$ cat src/rtl/balanced_write_sched.sv
module balanced_write_sched #(
  parameter int W     = 16,
  parameter int AW    = 6,
  parameter int DEPTH = 4,
  parameter int CW    = 8
)(
  input  logic          clk,
  input  logic          rst_n,
  input  logic [CW-1:0] idle_limit,
  input  logic          req_valid,
  output logic          req_ready,
  input  logic [AW-1:0] req_row,
  input  logic [W-1:0]  req_data,
  output logic          cmd_ones_last,
  output logic          cmd_fin_v,
  output logic [AW-1:0] cmd_fin_row,
  output logic [W-1:0]  cmd_fin_set,
  output logic [W-1:0]  cmd_fin_clr,
  output logic          cmd_beg_v,
  output logic [AW-1:0] cmd_beg_row,
  output logic [W-1:0]  cmd_beg_set,
  output logic [W-1:0]  cmd_beg_clr
);

  localparam int HALF = W / 2;
  localparam int PW   = (DEPTH > 1) ? $clog2(DEPTH) : 1;
  localparam int NW   = $clog2(DEPTH + 1);

  function automatic logic [W-1:0] first_n(input logic [W-1:0] src, input int n);
    logic [W-1:0] r;
    int c;
    r = '0;
    c = 0;
    for (int i = 0; i < W; i++)
      if (src[i] && c < n) begin
        r[i] = 1'b1;
        c++;
      end
    return r;
  endfunction

  function automatic logic majority(input logic [W-1:0] d);
    return $countones(d) >= HALF;
  endfunction

  // second step: majority value pulsed last on HALF majority bits,
  // minority bits pulsed first, padded with bits the last phase overrides
  function automatic logic [2*W-1:0] fin_plan(input logic [W-1:0] d);
    logic          v;
    logic [W-1:0]  dm, ndm, last, first;
    v     = majority(d);
    dm    = v ? d : ~d;
    ndm   = ~dm;
    last  = first_n(dm, HALF);
    first = ndm | first_n(last, HALF - $countones(ndm));
    return v ? {last, first} : {first, last};
  endfunction

  // first step: fix the majority bits the second step leaves untouched
  function automatic logic [2*W-1:0] beg_plan(input logic [W-1:0] d);
    logic          v;
    logic [W-1:0]  dm, rest, nrest, mv, mnv;
    v     = majority(d);
    dm    = v ? d : ~d;
    rest  = dm & ~first_n(dm, HALF);
    nrest = ~rest;
    mv    = rest | first_n(nrest, HALF - $countones(rest));
    mnv   = first_n(nrest, HALF);
    return v ? {mv, mnv} : {mnv, mv};
  endfunction

  logic [AW-1:0] q_row  [DEPTH];
  logic [W-1:0]  q_data [DEPTH];
  logic [PW-1:0] wp, rp;
  logic [NW-1:0] cnt;

  logic          hold_vld;
  logic [AW-1:0] hold_row;
  logic [W-1:0]  hold_data;
  logic [CW-1:0] idle_cnt;

  logic          has_head, conflict, idle_hit, do_fin, do_beg, push;
  logic [AW-1:0] head_row;
  logic [W-1:0]  head_data;
  logic [2*W-1:0] fin_p, beg_p;

  assign req_ready = cnt < NW'(DEPTH);
  assign push      = req_valid && req_ready;
  assign has_head  = cnt != '0;
  assign head_row  = q_row[rp];
  assign head_data = q_data[rp];
  assign conflict  = has_head && hold_vld && (head_row == hold_row);
  assign idle_hit  = !has_head && hold_vld && (idle_cnt >= idle_limit);
  assign do_fin    = hold_vld && (has_head || idle_hit);
  assign do_beg    = has_head && !conflict;
  assign fin_p     = fin_plan(hold_data);
  assign beg_p     = beg_plan(head_data);

  always_ff @(posedge clk)
    if (push) begin
      q_row[wp]  <= req_row;
      q_data[wp] <= req_data;
    end

  always_ff @(posedge clk or negedge rst_n)
    if (!rst_n) begin
      wp  <= '0;
      rp  <= '0;
      cnt <= '0;
    end else begin
      if (push)   wp <= (wp == PW'(DEPTH - 1)) ? '0 : wp + 1'b1;
      if (do_beg) rp <= (rp == PW'(DEPTH - 1)) ? '0 : rp + 1'b1;
      cnt <= cnt + NW'(push) - NW'(do_beg);
    end

  always_ff @(posedge clk or negedge rst_n)
    if (!rst_n) begin
      hold_vld  <= 1'b0;
      hold_row  <= '0;
      hold_data <= '0;
      idle_cnt  <= '0;
    end else if (do_beg) begin
      hold_vld  <= 1'b1;
      hold_row  <= head_row;
      hold_data <= head_data;
      idle_cnt  <= '0;
    end else if (do_fin) begin
      hold_vld  <= 1'b0;
    end else if (hold_vld) begin
      idle_cnt  <= idle_cnt + 1'b1;
    end

  always_ff @(posedge clk or negedge rst_n)
    if (!rst_n) begin
      cmd_ones_last <= 1'b0;
      cmd_fin_v     <= 1'b0;
      cmd_fin_row   <= '0;
      cmd_fin_set   <= '0;
      cmd_fin_clr   <= '0;
      cmd_beg_v     <= 1'b0;
      cmd_beg_row   <= '0;
      cmd_beg_set   <= '0;
      cmd_beg_clr   <= '0;
    end else begin
      cmd_ones_last <= do_fin && majority(hold_data);
      cmd_fin_v     <= do_fin;
      cmd_fin_row   <= do_fin ? hold_row : '0;
      {cmd_fin_set, cmd_fin_clr} <= do_fin ? fin_p : '0;
      cmd_beg_v     <= do_beg;
      cmd_beg_row   <= do_beg ? head_row : '0;
      {cmd_beg_set, cmd_beg_clr} <= do_beg ? beg_p : '0;
    end


  fin_balance_chk: assert property (@(posedge clk) disable iff (!rst_n)
    cmd_fin_v |-> ($countones(cmd_fin_set) == HALF && $countones(cmd_fin_clr) == HALF));

  beg_balance_chk: assert property (@(posedge clk) disable iff (!rst_n)
    cmd_beg_v |-> ($countones(cmd_beg_set) == HALF && $countones(cmd_beg_clr) == HALF));

  rows_differ_chk: assert property (@(posedge clk) disable iff (!rst_n)
    (cmd_fin_v && cmd_beg_v) |-> (cmd_fin_row != cmd_beg_row));

  beg_held_chk: assert property (@(posedge clk) disable iff (!rst_n)
    cmd_beg_v |-> (hold_vld && hold_row == cmd_beg_row));

  fin_frees_chk: assert property (@(posedge clk) disable iff (!rst_n)
    (cmd_fin_v && !cmd_beg_v) |-> !hold_vld);

  no_overflow_chk: assert property (@(posedge clk) disable iff (!rst_n)
    cnt <= NW'(DEPTH));

  idle_slot_chk: assert property (@(posedge clk) disable iff (!rst_n)
    !cmd_fin_v |-> (cmd_fin_set == '0 && cmd_fin_clr == '0 && !cmd_ones_last));

endmodule

$ cat config.mk
export PLATFORM = sky130hd
export DESIGN_NAME = balanced_write_sched
export DESIGN_NICKNAME = d
export VERILOG_FILES = /design/src/rtl/balanced_write_sched.sv
export SDC_FILE = /design/constraint.sdc
export NUM_CORES = 1
export LEC_CHECK = 0
export ABC_AREA = 1
export CAP_MARGIN = 40
export CORE_ASPECT_RATIO = 2
export CORE_UTILIZATION = 46
export DETAILED_ROUTE_END_ITERATION = 8
export GPL_TIMING_DRIVEN = 0
export SLEW_MARGIN = 25
export SYNTH_ARGS = -nofsm -noshare
export SYNTH_HDL_FRONTEND = slang
export SYNTH_SLANG_ARGS = --single-unit
$ cat constraint.sdc
create_clock -name clk -period 89.1 [get_ports clk]
set_clock_uncertainty 0.2 [all_clocks]
set_input_delay 17.82 -clock clk [delete_from_list [all_inputs] [get_ports clk]]
set_output_delay 17.82 -clock clk [all_outputs]
set_load 0.01 [all_outputs]
==> results.md <==
Outcome:
- The flow ran to the end, and the final reports show no timing, DRC or antenna violations.

Layout:
- Compared with the post-synthesis result, the final layout area differs by 15.5%.
- The final core utilization is 53.9%.
- Fill cells in the final layout number slightly above 4000.
- The summed area of non-filler cells in the final layout is between 20000 and 25000 sq um.
- The final layout contains 3182 nets.
- In the final layout, the multi-input gates occupy about 13000 sq um.
- The total inserted antenna cells is 0.
- The share of cells above drive strength 1 is 5.72%.
- The area used by sequential logic in the layout is 5570 sq um.

Die:
- The full die area is between 40000 and 50000 sq um.
- The area of the core is approximately 43000 sq um.
- The top-level port count is 113.
- Once the floorplan was initialized, standard cells occupied between 40 and 50% of the core.
- Row generation in the floorplan step produced 107 rows.
- The die is 149 um wide.
- From bottom edge to top edge, the die measures between 200 and 300 um.

CTS:
- TritonCTS built the clock tree.
- The maximum root-to-sink buffer count is 3.
- Clock tree synthesis selected as its root buffer the cell sky130_fd_sc_hd__clkbuf_16.
- The maximum level of the CTS H-tree is 1.
- The number of hold buffers added after CTS is 0.
- The insertion delay to the later sink of the worst-skew pair is 530 ps.
- After clock tree synthesis, the clock-pin slew on the worst setup and hold paths is about 70 ps.
- The number of buffers inserted by post-CTS setup repair is 0.
- The post-CTS resize count is 0.
- The TritonCTS sink count is 205.
- The total clock buffers created by CTS is 21.

Drt:
- The detailed-route wire length per cell is between 15 and 20 um.
- The count of vias placed by the detailed router is about 17000.
- Once detail routing completed, the nets flagged for antenna violations numbered 0.
- For this run, design rule violations remaining after detail routing come to 0.
- The routed design uses 32.8 mm of met2 wire.
- The routed length on met3 is 1.62 mm.
- The DRC violation total after the first TritonRoute iteration is 551.
- The top routing layer in use is met4.
- The via-per-instance ratio is 5.21.
- For this run, the detailed router's first-pass iteration total came to 5.
- For this block, wires on met1 add up to 17.5 mm.
- Summed over all layers, the routed wires come to 55.9 mm.

GRT:
- The global-route usage over all layers is 25.9%.
- The number of global-route vias before repair was 18000.
- The number of antenna violations at the first check in global routing is 0.
- After global routing the overflow that remains totals 0.
- The first global-routing pass estimated 88.0 mm of wire.
- The maximum number of pins on one net before global-route repair is 80.

Critical path:
- For flop-to-flop paths, the worst setup slack is 51870 ps.
- STA puts the critical path data arrival time at 37500 ps.
- The largest stage delay on the critical path is between 500 and 600 ps.
- The endpoint of the most critical setup path is cmd_beg_clr[15]$_DFF_PN0_.
- The reg-to-reg critical path startpoint is rp[0]$_DFFE_PN0P_.
- The most critical setup path has its startpoint at rp[0]$_DFFE_PN0P_.
- Counting buffers and inverters, the worst setup path is 208 cells deep.
- In this design, the largest share of critical-path delay is due to adder cells.
- The worst endpoint required time is 89360 ps.
- The critical path contains buffers and inverters numbering about 40 combined.
- The worst-path maximum fanout is 13.
- The sort of element at the end of the critical path is a flip-flop.
- The worst-case reg-to-reg path depth is 208.
- The worst setup path is launched from a flip-flop.
- The most prevalent standard cell on the critical path is sky130_fd_sc_hd__nand2_1.
- The endpoint of the worst-slack reg-to-reg timing path is cmd_beg_clr[15]$_DFF_PN0_.
- On the critical path, the stage with the largest delay is an instance of sky130_fd_sc_hd__fa_1.
- The setup path with the least slack is of type flip-flop to flip-flop.

Logic synthesis:
- After synthesis, the largest family of logic cells by area is adder cells.
- After Yosys synthesis, XOR and XNOR cells account for 5.59% of the synthesized area.
- The synthesized netlist devotes roughly 22% of its cell area to simple gates.
- Sequential elements use 28.0% of the synthesized area.
- The commonest cells after synthesis are sky130_fd_sc_hd__nand2_1, sky130_fd_sc_hd__inv_1, sky130_fd_sc_hd__ha_1, sky130_fd_sc_hd__nor2_1, sky130_fd_sc_hd__a21oi_1.
- The Yosys step of the flow raised 0 warnings.
- The cell area after synthesis is 19900 sq um.
- Counting flops with a built-in enable in the synthesized netlist gives 88.
- Counting flops with an async set or reset pin after synthesis yields a share of 57.1%.
- After technology mapping, the gate count stands at 2569.
- The post-synthesis share of cell area spent on full adders, half adders and majority gates is 23.5%.
- The most common flop cell mapped by yosys is sky130_fd_sc_hd__dfrtp_1.
- Ranked by total cell area, the synthesized netlist is headed by sky130_fd_sc_hd__ha_1, sky130_fd_sc_hd__dfrtp_1, sky130_fd_sc_hd__edfxtp_1.
- The number of synthesized register bits is 205.
- The mux share of post-synthesis cell area is less than 1%.
- The share of Yosys cell area claimed by the top area cell type is 19.8%.
- The average cell area after synthesis is 7.74 sq um.
- Summing the areas of all compound-gate instances in the mapped netlist gives 10.8% of the synthesized area.
- The cell type contributing the most total cell area after synthesis is sky130_fd_sc_hd__ha_1.
- The netlist uses 61 different library cells.
- The most frequently used cell type in the post-synthesis netlist is sky130_fd_sc_hd__nand2_1.

Timing:
- The final critical-path required period is 37230 ps.
- Setup violations remaining at the end of the flow were counted as 0.
- The setup TNS is 0 ps.
- The worst setup margin is 51870 ps.
- At the pin with the least slew margin, the transition time is ~800 ps.
- The count of pins over their slew limit is 0.
- The worst pin sits at a relative slew slack of 45.1%.
- The share of the cycle needed by the critical path after routing is 41.8%.
- The total count of hold-check failures in the final report is 0.
- The achievable clock frequency is roughly 27 MHz.
- Setup repair after global routing left no endpoint under its margin.

Worst hold path:
- The worst hold path belongs to the class flip-flop to flip-flop.

Place:
- Input and output buffers added on the ports amount to 112.
- After detailed placement, the total cell area comes to 22200 sq um.
- The worst slack at placement is 51940 ps.
- The congestion estimate from routability-driven global placement came to 0.895.
- The HPWL after detailed placement is 46.6 mm.

Job:
- Max-cap violations in this run came to 0.
-- area by class of cell --
cell class | instances | share of cell area [%]
buffer | 40 | 0.802
clock buffer | 30 | 2.54
clock inverter | 8 | 0.562
inverter | 468 | 7.67
multi-input combinational | 1939 | 55.4
sequential | 205 | 24.3
tap | 545 | 2.97
timing repair buffer | 123 | 5.77
-- cell families (layout without fill, tap and decap cells) --
kind of cell | count (synthesis) | after routing
adder cells (fa/ha/maj) | 351 | 351
XOR/XNOR | 126 | 126
flip-flops | 205 | 205
buffers and inverters | 508 | 669
AO/OA/AOI/OAI | 350 | 350
AND/OR/NAND/NOR | 1020 | 1020
other | 2 | 85
multiplexers | 7 | 7
-- routing by layer --
layer | vias to the layer above | track usage [%]
met1 | 8216 | 21.0
met2 | 346 | 55.3
li1 | 8758 | -
met5 | - | 0
met3 | 174 | 2.32
met4 | 0 | 17.4
-- sequential cells by signal, summed over array words and instances, names as in the netlist --
signal and count:
hold_vld 1, cmd_fin_clr 16, wp 2, q_row 24
hold_row 6, cmd_beg_row 6, cmd_beg_clr 16, cmd_beg_v 1
cmd_ones_last 1, cmd_fin_set 16, cmd_fin_v 1, rp 2
idle_cnt 8, q_data 64, cnt 3, hold_data 16
cmd_fin_row 6, cmd_beg_set 16
-- worst min-delay path by stage --
stage / from / endpoint / slack, ps / cells after the start
floorplan: idle_cnt[0]$_DFFE_PN0P_ / idle_cnt[0]$_DFFE_PN0P_ / 270 / 1
global placement: cnt[0]$_DFF_PN0_ / cnt[0]$_DFF_PN0_ / 290 / 1
detailed placement: hold_data[14]$_DFFE_PN0P_ / hold_data[14]$_DFFE_PN0P_ / 300 / 2
CTS: cnt[0]$_DFF_PN0_ / cnt[0]$_DFF_PN0_ / 320 / 1
global route: hold_row[0]$_DFFE_PN0P_ / cmd_fin_row[0]$_DFF_PN0_ / 340 / 2
finish: idle_cnt[0]$_DFFE_PN0P_ / idle_cnt[0]$_DFFE_PN0P_ / 310 / 1
-- per-stage QoR --
step | cells | hold slack (ps)
4_1_cts | 3357 | 315
6_report | 3358 | 310
3_3_place_gp | 3309 | 291
2_1_floorplan | 2652 | 271
5_1_grt | 3358 | 337
3_5_place_dp | 3319 | 301
-- placed cells by master (no fill, tap or decap), drive strengths merged, types with 10 or more instances in the layout --
cell type	n
nand2	620
inv	465
ha	314
nor2	201
a21oi	128
dfrtp	117
clkdlybuf4s50	111
nand3	106
o21ai	106
xor2	103
edfxtp	88
conb	85
clkbuf	48
nand4	40
fa	37
buf	33
nor3	25
xnor2	23
a211oi	21
o22ai	13
a32o	12
a221oi	10
a2111oi	10
Power is not shown: default switching activity piles up to over one toggle a cycle in this logic, so the estimate is an artifact.
